==> config.mk <==
export PLATFORM = sky130hd
export DESIGN_NAME = cwf_line_fill
export DESIGN_NICKNAME = d
export VERILOG_FILES = /design/src/rtl/cwf_pkg.sv /design/src/rtl/cwf_fill_fsm.sv /design/src/rtl/cwf_beat_seq.sv /design/src/rtl/cwf_line_ram.sv /design/src/rtl/cwf_line_fill.sv
export SDC_FILE = /design/constraint.sdc
export NUM_CORES = 1
export LEC_CHECK = 0
export ABC_CLOCK_PERIOD_IN_PS = 4800
export BUFFER_PORTS_ARGS = -buffer_cell sky130_fd_sc_hd__buf_2
export CORE_MARGIN = 3
export CORE_UTILIZATION = 35
export DETAILED_ROUTE_END_ITERATION = 12
export GPL_TIMING_DRIVEN = 0
export SYNTH_ARGS = -nofsm -noshare
export SYNTH_HDL_FRONTEND = slang
export SYNTH_HIERARCHICAL = 1
export SYNTH_SLANG_ARGS = --single-unit
==> constraint.sdc <==
create_clock -name clk -period 4.8 [get_ports clk]
set_input_delay 0 -clock clk [delete_from_list [all_inputs] [get_ports clk]]
set_output_delay 0 -clock clk [all_outputs]
set_load 0.05 [all_outputs]
==> src/rtl/cwf_pkg.sv <==
package cwf_pkg;

  typedef enum logic [1:0] {
    FS_IDLE = 2'd0,
    FS_REQ  = 2'd1,
    FS_FILL = 2'd2
  } fill_state_e;

  typedef enum logic {
    ORDER_LINEAR = 1'b0,
    ORDER_CRIT   = 1'b1
  } fill_order_e;

endpackage

==> src/rtl/cwf_fill_fsm.sv <==
module cwf_fill_fsm
  import cwf_pkg::*;
(
  input  logic clk,
  input  logic rst,
  input  logic miss_valid,
  input  logic req_ready,
  input  logic rvalid,
  input  logic last_beat,
  output logic miss_ready,
  output logic req_valid,
  output logic rready,
  output logic accept,
  output logic beat
);

  fill_state_e state_q, state_d;

  always_comb begin
    state_d = state_q;
    case (state_q)
      FS_IDLE: if (miss_valid)         state_d = FS_REQ;
      FS_REQ:  if (req_ready)          state_d = FS_FILL;
      FS_FILL: if (rvalid && last_beat) state_d = FS_IDLE;
      default:                         state_d = FS_IDLE;
    endcase
  end

  always_ff @(posedge clk) begin
    if (rst) state_q <= FS_IDLE;
    else     state_q <= state_d;
  end

  assign miss_ready = (state_q == FS_IDLE);
  assign req_valid  = (state_q == FS_REQ);
  assign rready     = (state_q == FS_FILL);
  assign accept     = miss_ready && miss_valid;
  assign beat       = rready && rvalid;

endmodule

==> src/rtl/cwf_beat_seq.sv <==
module cwf_beat_seq #(
  parameter int WORDS = 8,
  localparam int OFF_W = $clog2(WORDS)
) (
  input  logic             clk,
  input  logic             rst,
  input  logic             load,
  input  logic [OFF_W-1:0] start_off,
  input  logic             step,
  output logic [OFF_W-1:0] cur_off,
  output logic             last
);

  localparam logic [OFF_W-1:0] TOP_OFF = OFF_W'(WORDS - 1);

  logic [OFF_W-1:0] count_q;
  logic [OFF_W-1:0] off_q;
  logic [OFF_W-1:0] off_next;

  // wrap explicitly so a line size that is not a power of two still works
  assign off_next = (off_q == TOP_OFF) ? '0 : off_q + 1'b1;

  always_ff @(posedge clk) begin
    if (rst) begin
      count_q <= '0;
      off_q   <= '0;
    end else if (load) begin
      count_q <= '0;
      off_q   <= start_off;
    end else if (step) begin
      count_q <= count_q + 1'b1;
      off_q   <= off_next;
    end
  end

  assign cur_off = off_q;
  assign last    = (count_q == TOP_OFF);

endmodule

==> src/rtl/cwf_line_ram.sv <==
module cwf_line_ram #(
  parameter int WORDS  = 8,
  parameter int WORD_W = 32,
  localparam int OFF_W = $clog2(WORDS)
) (
  input  logic              clk,
  input  logic              rst,
  input  logic              clr,
  input  logic              we,
  input  logic [OFF_W-1:0]  waddr,
  input  logic [WORD_W-1:0] wdata,
  input  logic [OFF_W-1:0]  raddr,
  output logic [WORD_W-1:0] rdata,
  output logic [WORDS-1:0]  present
);

  logic [WORD_W-1:0] store [WORDS];

  // simple dual-port array, no reset, registered read
  always_ff @(posedge clk) begin
    if (we) store[waddr] <= wdata;
    rdata <= store[raddr];
  end

  for (genvar w = 0; w < WORDS; w++) begin : g_present
    always_ff @(posedge clk) begin
      if (rst || clr)
        present[w] <= 1'b0;
      else if (we && (waddr == OFF_W'(w)))
        present[w] <= 1'b1;
    end
  end

endmodule

==> src/rtl/cwf_line_fill.sv <==
module cwf_line_fill
  import cwf_pkg::*;
#(
  parameter int LINE_W = 20,
  parameter int WORD_W = 32,
  parameter int WORDS  = 8,
  localparam int OFF_W = $clog2(WORDS)
) (
  input  logic              clk,
  input  logic              rst,
  input  logic              miss_valid,
  output logic              miss_ready,
  input  logic [LINE_W-1:0] miss_line,
  input  logic [OFF_W-1:0]  miss_off,
  input  logic              crit_first,
  output logic              mem_req_valid,
  input  logic              mem_req_ready,
  output logic [LINE_W-1:0] mem_req_line,
  output logic [OFF_W-1:0]  mem_req_off,
  input  logic              mem_rvalid,
  output logic              mem_rready,
  input  logic [WORD_W-1:0] mem_rdata,
  output logic              crit_valid,
  output logic [WORD_W-1:0] crit_data,
  output logic              arr_we,
  output logic [LINE_W-1:0] arr_line,
  output logic [OFF_W-1:0]  arr_off,
  output logic [WORD_W-1:0] arr_data,
  output logic              line_done,
  input  logic              cpu_rd_req,
  input  logic [OFF_W-1:0]  cpu_rd_off,
  output logic              cpu_rd_ack,
  output logic [WORD_W-1:0] cpu_rd_data
);

  logic              accept;
  logic              beat;
  logic              last_beat;
  logic [OFF_W-1:0]  cur_off;
  logic [OFF_W-1:0]  start_d;
  logic [LINE_W-1:0] line_q;
  logic [OFF_W-1:0]  crit_q;
  logic [OFF_W-1:0]  start_q;
  logic [WORDS-1:0]  present;
  fill_order_e       order;

  assign order   = crit_first ? ORDER_CRIT : ORDER_LINEAR;
  assign start_d = (order == ORDER_CRIT) ? miss_off : '0;

  cwf_fill_fsm u_fsm (
    .clk        (clk),
    .rst        (rst),
    .miss_valid (miss_valid),
    .req_ready  (mem_req_ready),
    .rvalid     (mem_rvalid),
    .last_beat  (last_beat),
    .miss_ready (miss_ready),
    .req_valid  (mem_req_valid),
    .rready     (mem_rready),
    .accept     (accept),
    .beat       (beat)
  );

  cwf_beat_seq #(.WORDS(WORDS)) u_seq (
    .clk       (clk),
    .rst       (rst),
    .load      (accept),
    .start_off (start_d),
    .step      (beat),
    .cur_off   (cur_off),
    .last      (last_beat)
  );

  cwf_line_ram #(.WORDS(WORDS), .WORD_W(WORD_W)) u_ram (
    .clk     (clk),
    .rst     (rst),
    .clr     (accept),
    .we      (beat),
    .waddr   (cur_off),
    .wdata   (mem_rdata),
    .raddr   (cpu_rd_off),
    .rdata   (cpu_rd_data),
    .present (present)
  );

  // miss context, captured once per fill
  always_ff @(posedge clk) begin
    if (rst) begin
      line_q  <= '0;
      crit_q  <= '0;
      start_q <= '0;
    end else if (accept) begin
      line_q  <= miss_line;
      crit_q  <= miss_off;
      start_q <= start_d;
    end
  end

  assign mem_req_line = line_q;
  assign mem_req_off  = start_q;

  // registered beat outputs toward the data array and the CPU
  always_ff @(posedge clk) begin
    if (rst) begin
      arr_we     <= 1'b0;
      arr_line   <= '0;
      arr_off    <= '0;
      arr_data   <= '0;
      crit_valid <= 1'b0;
      crit_data  <= '0;
      line_done  <= 1'b0;
      cpu_rd_ack <= 1'b0;
    end else begin
      arr_we     <= beat;
      line_done  <= beat && last_beat;
      crit_valid <= beat && (cur_off == crit_q);
      cpu_rd_ack <= cpu_rd_req && present[cpu_rd_off];
      if (beat) begin
        arr_line <= line_q;
        arr_off  <= cur_off;
        arr_data <= mem_rdata;
      end
      if (beat && (cur_off == crit_q))
        crit_data <= mem_rdata;
    end
  end

endmodule

==> results.txt <==
----------------------------------------------------
[Critical path]
  CP endpoint kind ... register
  Critical Path Start Type ... register
  Worst setup path category ... register to register
  Cell count of the worst reg-to-reg path ... 5
  Setup slack, reg-to-reg ... around 2.2 ns
  WP data required ... ~5.1 ns
  Peak fanout along the critical path ... 12
  Crit Reg-Reg Endpoint ... u_ram/store[1][18]
  Critical register-to-register path startpoint ... u_fsm/state_q[1]
  Arrival time of data at the critical path endpoint ... ~2.8 ns

[Synthesis]
  Number of distinct library cells after synthesis ... 34
  Post-Synthesis Cell Area ... ~16000 um2
  FFs w/ async S/R, synth ... 0%
  Number of enable-type register cells in the synthesized netlist ... ~260
  Sequential share of the synthesized area ... a little over two thirds
  Post-synthesis cell count ... 890
  Top_reg_cell synth ... sky130_fd_sc_hd__edfxtp_1
  Net count of the mapped netlist ... ~960
  Synth warn ... 6
  Synthesized area per cell ... 17.6 um2
  Number of storage elements in the synthesis netlist ... between 400 and 500

[Clock network]
  Insertion delay to the later sink of the worst-skew pair ... roughly 0.56 ns
  Cts-stage hold buffer count ... 64
  CTS tree ... built
  Clock buffer count from CTS ... 45
  Clock-pin slew reported for the worst setup and hold paths after clock tree synthesis ... approximately 0.060 ns
  CTS sink count ... 421
  H-tree depth ... 2
  Clock root buffer master ... sky130_fd_sc_hd__clkbuf_16
  Postcts setup bufs ... 0
  Clk buf depth ... 3
  CTS resizes ... 0

[STA]
  Worst Setup Slack, final ... around 2.2 ns
  Worst max-slew margin expressed relative to the limit ... 42.7%
  Final setup viols ... 0
  Transition time at the pin with the least slew margin ... ~0.86 ns
  Post-route clock skew ... roughly 0.022 ns
  Shortest period the worst path allows ... 2.56 ns
  Post-route clock period utilization ... 53.4%
  Highest clock rate ... 390 MHz
  Setup repair after global routing missed its margin ... false
  Final Max Slew Viols ... 0
  Worst hold margin ... approximately 0.11 ns
  Number of hold-slack violations in the final timing report ... 0

[Placement]
  Gpl congestion ... between 0.7 and 0.8
  IO Port Bufs ... roughly 210
  Final HPWL DP ... 24.3 mm
  Setup slack after placement ... between 2 and 2.5 ns
  Placed insts ... 1704

[Layout]
  Final layout net count ... between 1000 and 1500
  Antenna Cells ... 0
  Fraction of final layout cells sized beyond drive strength 1 ... a little under a third
  Leading cell types in the layout, fill and taps excluded ... sky130_fd_sc_hd__edfxtp_1, sky130_fd_sc_hd__buf_2, sky130_fd_sc_hd__dfxtp_1
  Final Util ... between 40% and 50%
  Area growth from synthesis to layout ... 27.2%
  Most common library cell in the layout ignoring fill and taps ... sky130_fd_sc_hd__edfxtp_1
  Final non-filler cell total ... about 1900
  Fill cell count ... 3840

[Power]
  LEAKAGE ... approximately 7.4 nW
  Worst VDD drop ... between 0.2 and 0.25 mV
  Overall Power ... 0.00801 W
  P per Cell Area ... about 400 nW/um2

[Drt]
  DRC violation count after routing ... 0
  First-pass detailed-route iteration total ... 4
  DR vias/cell ... roughly 4.7
  Number of nets still failing antenna checks after routing ... 0
  Total wire length after detailed routing ... between 30 and 40 mm
  Routed wire length per instance ... ~20 um
  Iteration-0 DRC count of the detailed router ... between 300 and 400
  Routed vias ... between 8000 and 9000

[Die]
  Number of cell rows ... 76
  Io pins ... 214
  Width of the chip ... 217 um
  Effective utilization at floorplan ... ~36%
  Die boundary height ... about 220 um
  DIE AREA ... 47300 um2
  Core area ... about 44000 um2

[Global routing]
  Initial antenna violation count ... 0
  Largest net degree at the start of global routing ... 20
  Via count of the first global-routing pass ... about 9000
  Global-route wire length before repair ... between 50 and 60 mm
  Total global routing track utilization ... between 10% and 20%
  Grt ovf ... 0

[Worst hold path]
  Worst hold stages ... 3
  HP Start ... cpu_rd_off[1]
  Capture endpoint of the worst hold path ... u_ram/rdata[0]
  Worst min path class ... primary input to register

[Status]
  Status ... completed

[Flow run]
  Max-capacitance violation count ... 0

----------------------------------------------------
final cells by class:
type,instances,area [um2],area share [%]
multi-input combinational,418,4390,22.1
buffer,48,314,1.58
tap,585,732,3.68
timing repair buffer,293,1950,9.79
inverter,3,11.3,0.0566
clock buffer,61,1290,6.47
sequential,421,11000,55.2
clock inverter,21,224,1.13
state kept, by name (all words and copies together), names as in the netlist:
name           cells
crit_q             3
u_fsm/state_q      2
u_seq/count_q      3
mem_req_off        3
arr_data          32
u_ram/store      256
arr_we             1
arr_off            3
cpu_rd_ack         1
crit_data         32
line_done          1
u_seq/cur_off      3
u_ram/present      8
arr_line          20
mem_req_line      20
crit_valid         1
u_ram/rdata       32
logic make-up (layout without fill, tap and decap cells):
family	Yosys count	count (layout)	synth area share, %
AOI/OAI and AO/OA	14	14	0.744
xor gates and xnor gates	4	4	0.224
adders and majority gates	4	4	0.320
buffers and inverters	51	426	2.08
DFF	421	421	70.3
muxes	216	216	20.3
and+or+nand+nor	180	180	6.11
power breakdown:
| group | switching (W) | leakage [nW] | internal [W] | total (W) |
|---|---|---|---|---|
| Combinational | 0.000381 | 3.02 | 0.000225 | 0.000606 |
| Sequential | 0.0000365 | 3.65 | 0.00389 | 0.00392 |
| Clock | 0.00138 | 0.732 | 0.00210 | 0.00348 |
cell usage after synthesis, drive strengths merged, types with 4 or more instances:
master	number	area (um2)
nor2	84	315
dfxtp	165	3300
mux2i	118	1180
xnor2	4	35.0
buf	40	284
and2	6	37.5
o21a	8	60.1
nand2b	66	413
ha	4	50.1
edfxtp	256	7690
mux2	33	372
nor3	4	20.0
mux4	65	1620
nor2b	7	51.3
clkbuf	8	30.0
worst max-delay path by stage:
stage                           from                  to  slack [ns]  cells past startpoint
floorplan           u_fsm/state_q[1]   u_ram/store[1][0]        0.01                      3
global placement    u_fsm/state_q[1]  u_ram/store[1][16]       -4.00                      3
detailed placement  u_fsm/state_q[1]  u_ram/store[1][18]        2.19                      5
CTS                 u_fsm/state_q[1]  u_ram/store[1][18]        2.19                      5
global route        u_fsm/state_q[1]  u_ram/store[1][18]        2.06                      5
finish              u_fsm/state_q[1]  u_ram/store[1][18]        2.24                      5
critical path, cell delays in order (launching register included):
cell and delay (ns):
sky130_fd_sc_hd__dfxtp_1 0.37, sky130_fd_sc_hd__nor2b_4 0.18, sky130_fd_sc_hd__and2_1 0.42, sky130_fd_sc_hd__nor4bb_4 0.86
sky130_fd_sc_hd__buf_8 0.23, sky130_fd_sc_hd__buf_6 0.19
per-layer routing:
| metal | share of wire [%] | global-route usage (%) | routed length, um | vias up |
|---|---|---|---|---|
| li1 | - | - | - | 4081 |
| met4 | 2.1 | 4.54 | 756 | 0 |
| met3 | 4.4 | 2.76 | 1620 | 52 |
| met2 | 49 | 25.9 | 18000 | 187 |
| met5 | 0 | 0 | 0 | - |
| met1 | 45 | 21.1 | 16400 | 4392 |
per-stage QoR:
step                      setup TNS (ns)  area (um2)
after global routing                   0       19900
final                                  0       19900
after floorplan                        0       15700
after detailed placement               0       17700
after global placement           -398.31       17400
after CTS                              0       19900
Note: power is estimated with default switching activity, not from simulation.
